`src/rtl/pcs_pkg.sv`:
```
package pcs_pkg;

    typedef enum logic [2:0] {
        CLS_SEQ  = 3'd0,
        CLS_JUMP = 3'd1,
        CLS_CALL = 3'd2,
        CLS_RET  = 3'd3,
        CLS_SKIP = 3'd4
    } ctl_cls_e;

    // Unused codes fall back to plain sequential flow.
    function automatic ctl_cls_e decode_cls(input logic [2:0] raw);
        case (raw)
            3'd1:    return CLS_JUMP;
            3'd2:    return CLS_CALL;
            3'd3:    return CLS_RET;
            3'd4:    return CLS_SKIP;
            default: return CLS_SEQ;
        endcase
    endfunction

endpackage

```
`src/rtl/pcs_ret_stack.sv`:
```
module pcs_ret_stack #(
    parameter int W     = 13,
    parameter int DEPTH = 8
) (
    input  logic         clk,
    input  logic         rst_n,
    input  logic         push,
    input  logic         pop,
    input  logic [W-1:0] push_val,
    output logic [W-1:0] top
);
    localparam int SP_W = (DEPTH > 1) ? $clog2(DEPTH) : 1;
    localparam logic [SP_W-1:0] LAST = SP_W'(DEPTH - 1);

    typedef struct packed {
        logic [DEPTH-1:0][W-1:0] mem;
        logic [SP_W-1:0]         sp;
    } stk_t;

    stk_t stk_d, stk_q;
    logic [SP_W-1:0] sp_prev, sp_next;

    always_comb begin
        sp_prev = (stk_q.sp == '0)   ? LAST : stk_q.sp - 1'b1;
        sp_next = (stk_q.sp == LAST) ? '0   : stk_q.sp + 1'b1;
        top     = stk_q.mem[sp_prev];

        stk_d = stk_q;
        if (push) begin
            stk_d.mem[stk_q.sp] = push_val;
            stk_d.sp            = sp_next;
        end else if (pop) begin
            stk_d.sp            = sp_prev;
        end
    end

    always_ff @(posedge clk or negedge rst_n) begin
        if (!rst_n) stk_q <= '0;
        else        stk_q <= stk_d;
    end

    AST_ONE_STACK_OP: assert property (@(posedge clk) disable iff (!rst_n)
        !(push && pop));
    AST_PUSH_STORES: assert property (@(posedge clk) disable iff (!rst_n)
        push |=> stk_q.mem[$past(stk_q.sp)] == $past(push_val));
    AST_PUSH_WRAPS: assert property (@(posedge clk) disable iff (!rst_n)
        (push && stk_q.sp == LAST) |=> stk_q.sp == '0);
    AST_POP_BACKS: assert property (@(posedge clk) disable iff (!rst_n)
        (pop && stk_q.sp == '0) |=> stk_q.sp == LAST);

endmodule

```
`src/rtl/pcs_next_pc.sv`:
```
module pcs_next_pc
    import pcs_pkg::*;
#(
    parameter int PC_W  = 13,
    parameter int LIT_W = 11
) (
    input  logic [PC_W-1:0]       pc_q,
    input  logic                  squash_q,
    input  ctl_cls_e              cls,
    input  logic [LIT_W-1:0]      imm,
    input  logic [PC_W-LIT_W-1:0] page,
    input  logic [PC_W-1:0]       stk_top,
    output logic [PC_W-1:0]       pc_d,
    output logic                  squash_d,
    output logic                  push,
    output logic                  pop,
    output logic [PC_W-1:0]       push_val
);
    typedef struct packed {
        logic [PC_W-1:0] pc;
        logic            squash;
        logic            push;
        logic            pop;
    } nxt_t;

    nxt_t            nxt;
    logic [PC_W-1:0] target;

    always_comb begin
        target     = {page, imm};
        nxt.pc     = pc_q + 1'b1;
        nxt.squash = 1'b0;
        nxt.push   = 1'b0;
        nxt.pop    = 1'b0;
        if (!squash_q) begin
            unique case (cls)
                CLS_JUMP: begin
                    nxt.pc     = target;
                    nxt.squash = 1'b1;
                end
                CLS_CALL: begin
                    nxt.pc     = target;
                    nxt.squash = 1'b1;
                    nxt.push   = 1'b1;
                end
                CLS_RET: begin
                    nxt.pc     = stk_top;
                    nxt.squash = 1'b1;
                    nxt.pop    = 1'b1;
                end
                CLS_SKIP: nxt.squash = 1'b1;
                default:  ;
            endcase
        end
        pc_d     = nxt.pc;
        squash_d = nxt.squash;
        push     = nxt.push;
        pop      = nxt.pop;
        push_val = pc_q;
    end

endmodule

```
`src/rtl/pc_sequencer.sv`:
```
module pc_sequencer
    import pcs_pkg::*;
#(
    parameter int PC_W        = 13,
    parameter int LIT_W       = 11,
    parameter int STACK_DEPTH = 8
) (
    input  logic                  clk,
    input  logic                  rst_n,
    input  logic [2:0]            ctl_class,
    input  logic [LIT_W-1:0]      imm_addr,
    input  logic [PC_W-LIT_W-1:0] page_sel,
    output logic [PC_W-1:0]       fetch_addr,
    output logic                  squash
);
    localparam int HI_W = PC_W - LIT_W;

    typedef struct packed {
        logic [PC_W-1:0] pc;
        logic            squash;
    } seq_t;

    seq_t            seq_d, seq_q;
    ctl_cls_e        cls;
    logic [PC_W-1:0] pc_nx, stk_top, push_val;
    logic            sq_nx, push, pop;

    always_comb cls = decode_cls(ctl_class);

    pcs_next_pc #(.PC_W(PC_W), .LIT_W(LIT_W)) u_next (
        .pc_q     (seq_q.pc),
        .squash_q (seq_q.squash),
        .cls      (cls),
        .imm      (imm_addr),
        .page     (page_sel),
        .stk_top  (stk_top),
        .pc_d     (pc_nx),
        .squash_d (sq_nx),
        .push     (push),
        .pop      (pop),
        .push_val (push_val)
    );

    pcs_ret_stack #(.W(PC_W), .DEPTH(STACK_DEPTH)) u_stack (
        .clk      (clk),
        .rst_n    (rst_n),
        .push     (push),
        .pop      (pop),
        .push_val (push_val),
        .top      (stk_top)
    );

    always_comb begin
        seq_d.pc     = pc_nx;
        seq_d.squash = sq_nx;
    end

    always_ff @(posedge clk or negedge rst_n) begin
        if (!rst_n) seq_q <= '0;
        else        seq_q <= seq_d;
    end

    assign fetch_addr = seq_q.pc;
    assign squash     = seq_q.squash;

    AST_SEQ_STEP: assert property (@(posedge clk) disable iff (!rst_n)
        (!squash && cls == CLS_SEQ) |=> (fetch_addr == PC_W'($past(fetch_addr) + 1'b1)) && !squash);
    AST_JUMP_TARGET: assert property (@(posedge clk) disable iff (!rst_n)
        (!squash && cls == CLS_JUMP) |=> fetch_addr == {$past(page_sel), $past(imm_addr)});
    AST_CALL_TARGET: assert property (@(posedge clk) disable iff (!rst_n)
        (!squash && cls == CLS_CALL) |=> fetch_addr == {$past(page_sel), $past(imm_addr)});
    AST_XFER_SQUASH: assert property (@(posedge clk) disable iff (!rst_n)
        (!squash && cls inside {CLS_JUMP, CLS_CALL, CLS_RET, CLS_SKIP}) |=> squash);
    AST_SLOT_IGNORED: assert property (@(posedge clk) disable iff (!rst_n)
        squash |=> (fetch_addr == PC_W'($past(fetch_addr) + 1'b1)) && !squash);
    AST_SLOT_NO_STACK: assert property (@(posedge clk) disable iff (!rst_n)
        squash |-> !push && !pop);

    initial assert (HI_W > 0);
endmodule

```
`config.mk`:
```
export PLATFORM = sky130hd
export DESIGN_NAME = pc_sequencer
export DESIGN_NICKNAME = d
export VERILOG_FILES = /design/src/rtl/pcs_pkg.sv /design/src/rtl/pcs_ret_stack.sv /design/src/rtl/pcs_next_pc.sv /design/src/rtl/pc_sequencer.sv
export SDC_FILE = /design/constraint.sdc
export NUM_CORES = 1
export LEC_CHECK = 0
export BUFFER_PORTS_ARGS = -buffer_cell sky130_fd_sc_hd__clkbuf_2
export CAP_MARGIN = 20
export CORE_MARGIN = 10
export CORE_UTILIZATION = 23
export DETAILED_ROUTE_END_ITERATION = 16
export GPL_ROUTABILITY_DRIVEN = 0
export PLACE_DENSITY = 0.4
export SKIP_LAST_GASP = 1
export SYNTH_ARGS = -nofsm -noshare
export SYNTH_HDL_FRONTEND = slang
export SYNTH_SLANG_ARGS = --single-unit
```
`constraint.sdc`:
```
create_clock -name clk -period 5.2 [get_ports clk]
set_input_delay 1.04 -clock clk [delete_from_list [all_inputs] [get_ports clk]]
set_output_delay 1.04 -clock clk [all_outputs]
set_load 0.02 [all_outputs]
```
==> run summary, run 1 <==
The final non-filler cell area came out at 0.00707 mm². The setup skew after layout is 5.98 ps. The clock slew at the register clock pins of the worst setup and hold paths is 50 ps. In this run the tool buffered the top-level ports with 31 buffer cells. TritonCTS built the clock tree.

The CTS buffer count is 17. The number of violations of the max-capacitance limit came out at 0. In this run the most used layer during global routing was met2. From synthesis to final layout, the design area changed by 15.7%. The net count after synthesis came out at 484.

Measured against its own limit, the worst slew margin works out to 0.266. The maximum fanout count along the critical path is 21. The hold violation count in the final report came out at 0. In the routed design, unresolved DRC markers number 0.

The TritonCTS sink count is 121. The cell seen most often among critical-path stages is ha_1. The starting utilization of the core area is 0.234. The count of final setup violators is 0. The worst setup path is captured at a flop. Of all cell types, the one taking the most synthesized area is dfrtp_1. The mean instance size in the synthesized netlist is 13.2 µm². Adding up every negative setup slack in the final design gives 0 ps. The sequential cells in the finished layout cover a total of 0.00303 mm².

The core occupancy in the finished layout is 0.271. The overall fraction of global-route tracks in use is 0.102. The run finished with clean final reports. The critical path is of the flop to flop type. The multi-input gate area in the final layout came out at 0.00285 mm². The remaining number of nets flagged by the antenna check after routing is 0. After clock tree synthesis, the flow added hold-fix buffers numbering 0. The share of flip-flops with an asynchronous set or reset is 1.00. The total number of vias is 3754. The worst setup path is launched from a flop.

The maximum number of pins on one net before global-route repair is 53. The tree is rooted in a clkbuf_16. The maximum root-to-sink buffer count is 2. The final critical-path share of the clock period came out at 0.581.

The count of TritonRoute iterations in the first routing pass is 4. By area the synthesized netlist is led by dfrtp_1 (50%), mux2_2 (16%), mux2_4 (9.8%), and3b_1 (2.6%), a211oi_1 (1.8%). The share of the Yosys chip area taken by registers is 0.496. The net count reported at finish came out at 503.

The achievable frequency came out at 331 MHz. The estimated wirelength of the detail-placed design is 10800 µm. The buffer count from post-CTS setup fixing came out at 0.

The total grt overflow came out at 0. The die area came out at 0.0335 mm². The first global-routing pass estimated 26100 µm of wire. Of the post-synthesis cell area, the dominant cell type holds 0.496. The worst hold path belongs to the class flop to flop. The repair_antennas step left the layout with diodes totalling 0.

The count of fill cells added during filler insertion came out at 2665. The floorplan step defined a core boundary enclosing 0.0261 mm². Before CTS, the worst setup slack after placement is 1950 ps. The synthesized netlist occupies a cell area of 0.00611 mm².

Synthesis produced 461 cells. The endpoint required time on the critical path is 5530 ps. The met2 track demand over resource in global routing is 0.149. Yosys printed 0 warnings. The placement row count is 59.

In the final layout, the share of cells above drive strength 1 is 0.422. On the worst path, the slowest cell contributes a delay of 750 ps. The clock reaches the later pin of the worst-skew pair after 410 ps. The initial antenna violation count is 0. The die boundary height came out at 183 µm. The die extent in x is 183 µm. The number of H-tree branching levels is 4.

For the pin with the worst max-slew slack, the measured transition is 1100 ps. After the first detailed-routing iteration, the DRC count stood at 239. After detailed routing, the number of vias per cell comes to 4.54. After detailed placement, the total cell area comes to 0.00655 mm². The maximum ir drop on the vdd rail is 0.225 mV. Setup repair after global routing left no endpoint under its margin.

The max-slew violation count came out at 0. The post-route minimum period came out at 3020 ps. The via count of the first global-routing pass came out at 4221. For this design the ratio of total power to cell area is 627 mW/mm². The worst hold slack is 482 ps. The average wire length per cell after detail routing is 20.0 µm. Pin placement for this block handled 32 I/O pins. The flop-to-flop setup slack came out at 2180 ps. The total wire length is 16500 µm.

The number of enable-type register cells in the synthesized netlist is 0. In this run the static leakage power is 3.38 nW. For met1 alone, demand over resource in global routing was 0.142.

For this run, global-route usage on met3 was measured as 0.0313. The signal on the critical path passes through inv_1 -> ha_1 -> ha_1 -> buf_4 -> nand2b_1 -> a211oi_1 -> or4_1 -> a32oi_1. The setup slack of the critical path after layout is 2180 ps. STA puts the critical path data arrival time at 3350 ps. The count of unique library cells instantiated by Yosys is 43.

Among all flip-flop cells after synthesis, the most frequent one is dfrtp_1. In this run, synthesis produced a sequential element count of 121. The number of gates resized after CTS is 0.

The critical path's slowest cell is nand2b_1.
-- layout make-up --
| cell class | instances | area share |
|---|---|---|
| Sequential cell | 121 | 0.429 |
| Multi-Input combinational cell | 293 | 0.404 |
| Clock buffer | 27 | 0.0712 |
| Tap cell | 335 | 0.0593 |
| Timing Repair Buffer | 39 | 0.0308 |
| Inverter | 8 | 0.00425 |
| Clock inverter | 3 | 0.00212 |
-- routing by layer --
metal | vias to the layer above | routed length, µm
met2 | 57 | 7110
met1 | 1959 | 8600
met4 | 0 | 196
met3 | 13 | 642
li1 | 1725 | -
met5 | - | 0
-- through the flow --
step	total power, mW	std cells
3_5_place_dp	3.41	796
4_1_cts	4.49	826
5_1_grt	4.72	826
2_1_floorplan	2.85	461
3_3_place_gp	3.38	796
6_report	4.43	826
-- kinds of logic (layout without fill, tap and decap cells) --
| kind of cell | after synthesis | after routing | synth area share |
|---|---|---|---|
| multiplexers | 137 | 137 | 0.280 |
| flip-flops | 121 | 121 | 0.496 |
| AND/OR/NAND/NOR | 78 | 78 | 0.0860 |
| AO/OA/AOI/OAI | 59 | 59 | 0.0699 |
| buffers and inverters | 47 | 77 | 0.0379 |
| XOR/XNOR | 13 | 13 | 0.0186 |
| adder cells (fa/ha/maj) | 6 | 6 | 0.0119 |
-- worst paths after layout --
| kind | start | to | depth (start not counted) |
|---|---|---|---|
| setup / recovery | u_stack.stk_q[1]$_DFFE_PN0P_ | fetch_addr[11]$_DFF_PN0_ | 8 |
| hold / removal | u_stack.stk_q[93]$_DFFE_PN0P_ | u_stack.stk_q[93]$_DFFE_PN0P_ | 1 |
| setup reg to reg | u_stack.stk_q[1]$_DFFE_PN0P_ | fetch_addr[11]$_DFF_PN0_ | 8 |
| hold reg to reg | u_stack.stk_q[93]$_DFFE_PN0P_ | u_stack.stk_q[93]$_DFFE_PN0P_ | 1 |
| max in group asynchronous | rst_n | u_stack.stk_q[35]$_DFFE_PN0P_ | 2 |
| min in group asynchronous | rst_n | u_stack.stk_q[71]$_DFFE_PN0P_ | 1 |
-- power breakdown --
part / leakage, nW / internal (mW) / switching, mW / total (mW)
Clock: 0.257 / 0.652 / 0.408 / 1.06
Combinational: 1.53 / 0.802 / 0.857 / 1.66
Sequential: 1.59 / 1.32 / 0.396 / 1.71
-- synthesized netlist by cell type (all sizes together) (2+ instances only) --
library cell / number
inv: 8
nand2: 9
nor2: 12
a22oi: 3
and3b: 18
a21oi: 6
o21ai: 4
mux4: 2
nor3b: 2
nand2b: 3
o31ai: 4
nand3: 9
a211o: 3
xnor2: 4
ha: 5
xor2: 9
o22ai: 13
a211oi: 15
nor4: 8
nand4: 2
nor3: 10
mux2: 130
dfrtp: 121
mux2i: 5
nand3b: 2
buf: 19
clkbuf: 20
a221o: 7
-- worst max-delay path, delay by kind of cell, from the launching register on --
family	cells	cell delay [ps]
buffers and inverters	2	470
adder cells (fa/ha/maj)	2	340
AO/OA/AOI/OAI	2	370
flip-flops	1	470
AND/OR/NAND/NOR	2	1290
-- cell usage in the layout, fill, tap and decap left out, types with 6 or more instances in the layout --
| cell | count |
|---|---|
| nand2_1 | 9 |
| dfrtp_1 | 120 |
| xor2_1 | 9 |
| o22ai_1 | 13 |
| buf_4 | 9 |
| a221o_1 | 7 |
| nor4_1 | 8 |
| a211oi_1 | 15 |
| nor2_1 | 12 |
| a21oi_1 | 6 |
| mux2_4 | 40 |
| mux2_2 | 89 |
| clkbuf_16 | 17 |
| clkbuf_1 | 6 |
| and3b_1 | 18 |
| inv_1 | 8 |
| clkbuf_2 | 30 |
-- state kept, by name, indices dropped and copies added (netlist names) --
register and flops:
u_stack.stk_q 107, squash 1, fetch_addr 13
Note: power is estimated with default switching activity, not from simulation.
==> run 2, diff against run 1 <==
Settings changed: ABC_AREA set to 1, PLACE_DENSITY 0.4 to 0.41.
Clock period 5.2 ns to 2.6 ns, I/O delays scaled along.
==> run 2 against run 1 <==
  * Sequential share of layout area shrank 2.9 points
  * Global-route usage rose by 2.0 points
  * First-iteration DRC count grew 61%
  * Register-to-register slack got worse by 1600 ps
  * Count of clock-buffer cells in the layout down 8
  * Cell count up 49%
  * Die area rose by 4.1%
  * Synthesized cell count up 76%
  * Sequential power rose by 99%
  * Clock skew grew 2.7 ps
  * Critical endpoint is now fetch_addr[10]$_DFF_PN0_
  * Largest cell class unchanged
  * Highest routed layer unchanged
==> run summary, run 2 <==
The core region area came out at 0.0272 mm² (was 0.0261 mm²). The number of gates resized after CTS came to 0 (unchanged). Outcome: complete, no violations (unchanged).

The setup skew after layout is 8.72 ps (was 5.98 ps). The die area is 0.0348 mm² (was 0.0335 mm²). The type of element launching the critical path was a flop (unchanged).

The total number of vias came out at 5246 (was 3754). The remaining design rule violation count was 0 (unchanged). The net count after synthesis came to 836 (was 484). The count of unique library cells instantiated by Yosys came out at 32 (was 43). The maximum fanout count along the critical path is 24 (was 21). The multiplexer share of the synthesized area came out at 0 (was 0.280). The aggregate negative setup slack is 0 ps (unchanged). The maximum ir drop on the vdd rail came to 0.445 mV (was 0.225 mV). The clock insertion delay at the later pin of the skew report came out at 430 ps (was 410 ps). The total grt overflow came to 0 (unchanged). The library cell with the largest summed area after synthesis is dfrtp_1 (unchanged). The uppermost signal routing layer after detailed routing is met4 (unchanged).

The amount of wire on met3 after detailed routing is 939 µm (was 642 µm). The measured slew at the worst slew-check pin was 653 ps (was 1100 ps). The library cell with the highest instance count after synthesis is nand2_1 (was dfrtp_1). The total power draw came out at 10.4 mW (was 4.43 mW). The initial antenna violation count is 0 (unchanged). Ranking of synthesized cells by area: dfrtp_1 (47%), nand2_1 (17%), nand3_1 (5.6%), inv_1 (5.0%), o21ai_0 (4.5%) (was dfrtp_1 (50%), mux2_2 (16%), mux2_4 (9.8%), and3b_1 (2.6%), a211oi_1 (1.8%)).

The number of violations of the max-capacitance limit came out at 0 (unchanged). The post-synthesis share of cell area spent on and, or, nand and nor gates is 0.281 (was 0.0860). The share of cells above drive strength 1 came out at 0.163 (was 0.422).

The most flop-heavy register is u_stack.stk_q (unchanged). The flop-to-flop setup slack is 540 ps (was 2180 ps). The cell seen most often among critical-path stages is nand2_1 (was ha_1). The most common cell after layout, fill and taps aside is nand2_1 (was dfrtp_1). The average via count per standard cell came out at 4.26 (was 4.54). The buffer count from post-CTS setup fixing came to 0 (unchanged). The net count reported at finish is 869 (was 503). The flip-flop and latch count after synthesis came out at 121 (unchanged). The root buffer cell is clkbuf_16 (unchanged). The synthesized-area fraction occupied by xor and xnor cells is 0.00411 (was 0.0186). The maximum root-to-sink buffer count came out at 2 (unchanged).

The total wire length came out at 20600 µm (was 16500 µm). The mean instance size in the synthesized netlist came out at 7.86 µm² (was 13.2 µm²). The worst hold slack is 45.0 ps (was 482 ps).

The first-pass GRT wire length was 33100 µm (was 26100 µm). The warning count from the yosys run came out at 0 (unchanged). The number of inserted diodes was 0 (unchanged). The count of final setup violators came to 0 (unchanged). Synth top cells by count: nand2_1 (289), dfrtp_1 (121), inv_1 (85) (was dfrtp_1 (121), mux2_2 (89), mux2_4 (40)). The die extent in x is 187 µm (was 183 µm). The placement row count came out at 60 (was 59).

The endpoint required time on the critical path is 2910 ps (was 5530 ps). The overall fraction of global-route tracks in use is 0.122 (was 0.102). The clock slew at the register clock pins of the worst setup and hold paths was 60 ps (was 50 ps). The post-route minimum period is 2060 ps (was 3020 ps). The starting utilization of the core area is 0.235 (was 0.234). The violation count after the first detailed-route iteration came to 384 (was 239).

The flip-flop count of the largest register, all copies and words added is 107 (unchanged). Setup repair after global routing missed its margin: false (unchanged). The top flip-flop cell by instance count after synthesis is dfrtp_1 (unchanged). The family of cells with the greatest summed delay on the critical path was simple AND/OR/NAND/NOR gates (unchanged).

The via count of the first global-routing pass came out at 5326 (was 4221). Highest-count cells in the layout ignoring fill and taps: nand2_1 (289), dfrtp_1 (120), inv_1 (85) (was dfrtp_1 (120), mux2_2 (89), mux2_4 (40)). The type of the setup path with the least slack is flop to flop (unchanged). The estimated wirelength of the detail-placed design is 13600 µm (was 10800 µm). The compound-cell area share of the yosys netlist is 0.128 (was 0.0699).

The CTS buffer count is 17 (unchanged). The achievable frequency came out at 485 MHz (was 331 MHz). The layout-stage area growth over the synthesis result came out at 18.7% (was 15.7%). The die boundary height came out at 187 µm (was 183 µm).

The remaining number of nets flagged by the antenna check after routing came to 0 (unchanged). The core occupancy in the finished layout is 0.279 (was 0.271). The power per cell area is 1370 mW/mm² (was 627 mW/mm²). The maximum number of pins on one net before global-route repair came out at 57 (was 53). Critical path cell sequence: inv_1 -> ha_1 -> ha_1 -> inv_2 -> nand2_1 -> buf_4 -> nand2_1 -> nand3_1 -> nand2_1 -> nand2_1 -> nand2_1 -> nand2_1 -> nand2_1 -> nand2_1 (was inv_1 -> ha_1 -> ha_1 -> buf_4 -> nand2b_1 -> a211oi_1 -> or4_1 -> a32oi_1).

The sequential area share after synthesis came to 0.474 (was 0.496). The worst max-slew margin expressed relative to the limit is 0.564 (was 0.266). The share of the synthesized area in the top cell type is 0.474 (was 0.496). The post-synthesis instance total is 813 (was 461). The path type of the worst min-delay path is primary input to asynchronous set/reset pin (was flop to flop).

The setup slack of the critical path after layout is 540 ps (was 2180 ps). The hold violation count in the final report is 0 (unchanged). The share of synthesized cell area in full adder, half adder and majority cells came out at 0.00979 (was 0.0119).

The main combinational cell family by area after synthesis is simple AND/OR/NAND/NOR gates (was multiplexers). The delay of the slowest cell on the worst path is 340 ps (was 750 ps). The number of primary I/O pins came out at 32 (unchanged). The number of port buffers is 31 (unchanged). The post-route met1 wirelength is 10600 µm (was 8600 µm). The number of H-tree branching levels is 4 (unchanged). The number of buffer and inverter instances along the worst setup path is 3 (was 2). The routed length on met2 is 8860 µm (was 7110 µm). The share of flip-flops with an asynchronous set or reset was 1.00 (unchanged). The leakage component of the power came to 3.65 nW (was 3.38 nW). The count of TritonRoute iterations in the first routing pass is 5 (was 4).

The critical path capture point type is a flop (unchanged). The TritonCTS clock tree was done (unchanged). The final critical-path share of the clock period came out at 0.792 (was 0.581). The arrival time of the worst setup path is 2370 ps (was 3350 ps). The TritonCTS sink count is 121 (unchanged). The average wire length per cell after detail routing came out at 16.7 µm (was 20.0 µm). The worst setup timing slack at the placement stage came to 381 ps (was 1950 ps).

The max-slew violation count is 0 (unchanged). The cell area after synthesis came to 0.00639 mm² (was 0.00611 mm²). The number of enable-type register cells in the synthesized netlist was 0 (unchanged). The number of hold buffers added after CTS came out at 0 (unchanged). The critical path's slowest cell was dfrtp_1 (was nand2b_1).
run 2: cell types whose count changed after synthesis, sizes merged, moves of 13 or more:
cell,change
a211oi,-15
a21oi,+29
and3b,-18
buf,+14
inv,+81
mux2,-130
nand2,+282
nand3,+65
nor2,+20
o21ai,+93
o22ai,-13
run 2: final cells by class:
| class | count | area, µm² |
|---|---|---|
| Fill cell | 2987 | 19600 |
| Tap cell | 372 | 465 |
| Inverter | 89 | 334 |
| Multi-Input combinational cell | 556 | 2700 |
| Clock buffer | 19 | 453 |
| Clock inverter | 13 | 169 |
| Timing Repair Buffer | 61 | 433 |
| Sequential cell | 121 | 3030 |
run 2: power breakdown:
part | leakage, nW | internal [mW] | switching [mW]
Sequential | 1.45 | 2.77 | 0.627
Clock | 0.292 | 1.57 | 0.959
Combinational | 1.91 | 1.47 | 2.98
Total | 3.65 | 5.81 | 4.57
run 2: cell families (layout without fill, tap and decap cells):
logic type	after synthesis	count (layout)
buffers and inverters	136	182
XOR/XNOR	3	3
adder cells (fa/ha/maj)	5	5
AND/OR/NAND/NOR	410	410
flip-flops	121	121
AO/OA/AOI/OAI	138	138
run 2: worst paths after layout:
check,startpoint,endpoint,cells past startpoint
worst max-delay path,u_stack.stk_q[1]$_DFFE_PN0P_,fetch_addr[10]$_DFF_PN0_,14
worst min register to register,u_stack.stk_q[58]$_DFFE_PN0P_,u_stack.stk_q[58]$_DFFE_PN0P_,2
min in group clk,ctl_class[2],squash$_DFF_PN0_,3
worst max register to register,u_stack.stk_q[1]$_DFFE_PN0P_,fetch_addr[10]$_DFF_PN0_,14
worst min-delay path,rst_n,u_stack.stk_q[5]$_DFFE_PN0P_,1
max in group asynchronous,rst_n,fetch_addr[8]$_DFF_PN0_,2
run 2: per-layer routing:
layer,vias up,global-route usage
met1,2464,0.175
met3,13,0.0317
met2,123,0.178
li1,2646,-
met4,0,0.0323
met5,-,0
run 2: metrics by stage:
| stage | cell area, µm² | instances |
|---|---|---|
| 2_1_floorplan | 6390 | 813 |
| 3_3_place_gp | 6960 | 1199 |
| 3_5_place_dp | 6960 | 1199 |
| 4_1_cts | 7580 | 1231 |
| 5_1_grt | 7580 | 1231 |
| 6_report | 7580 | 1231 |
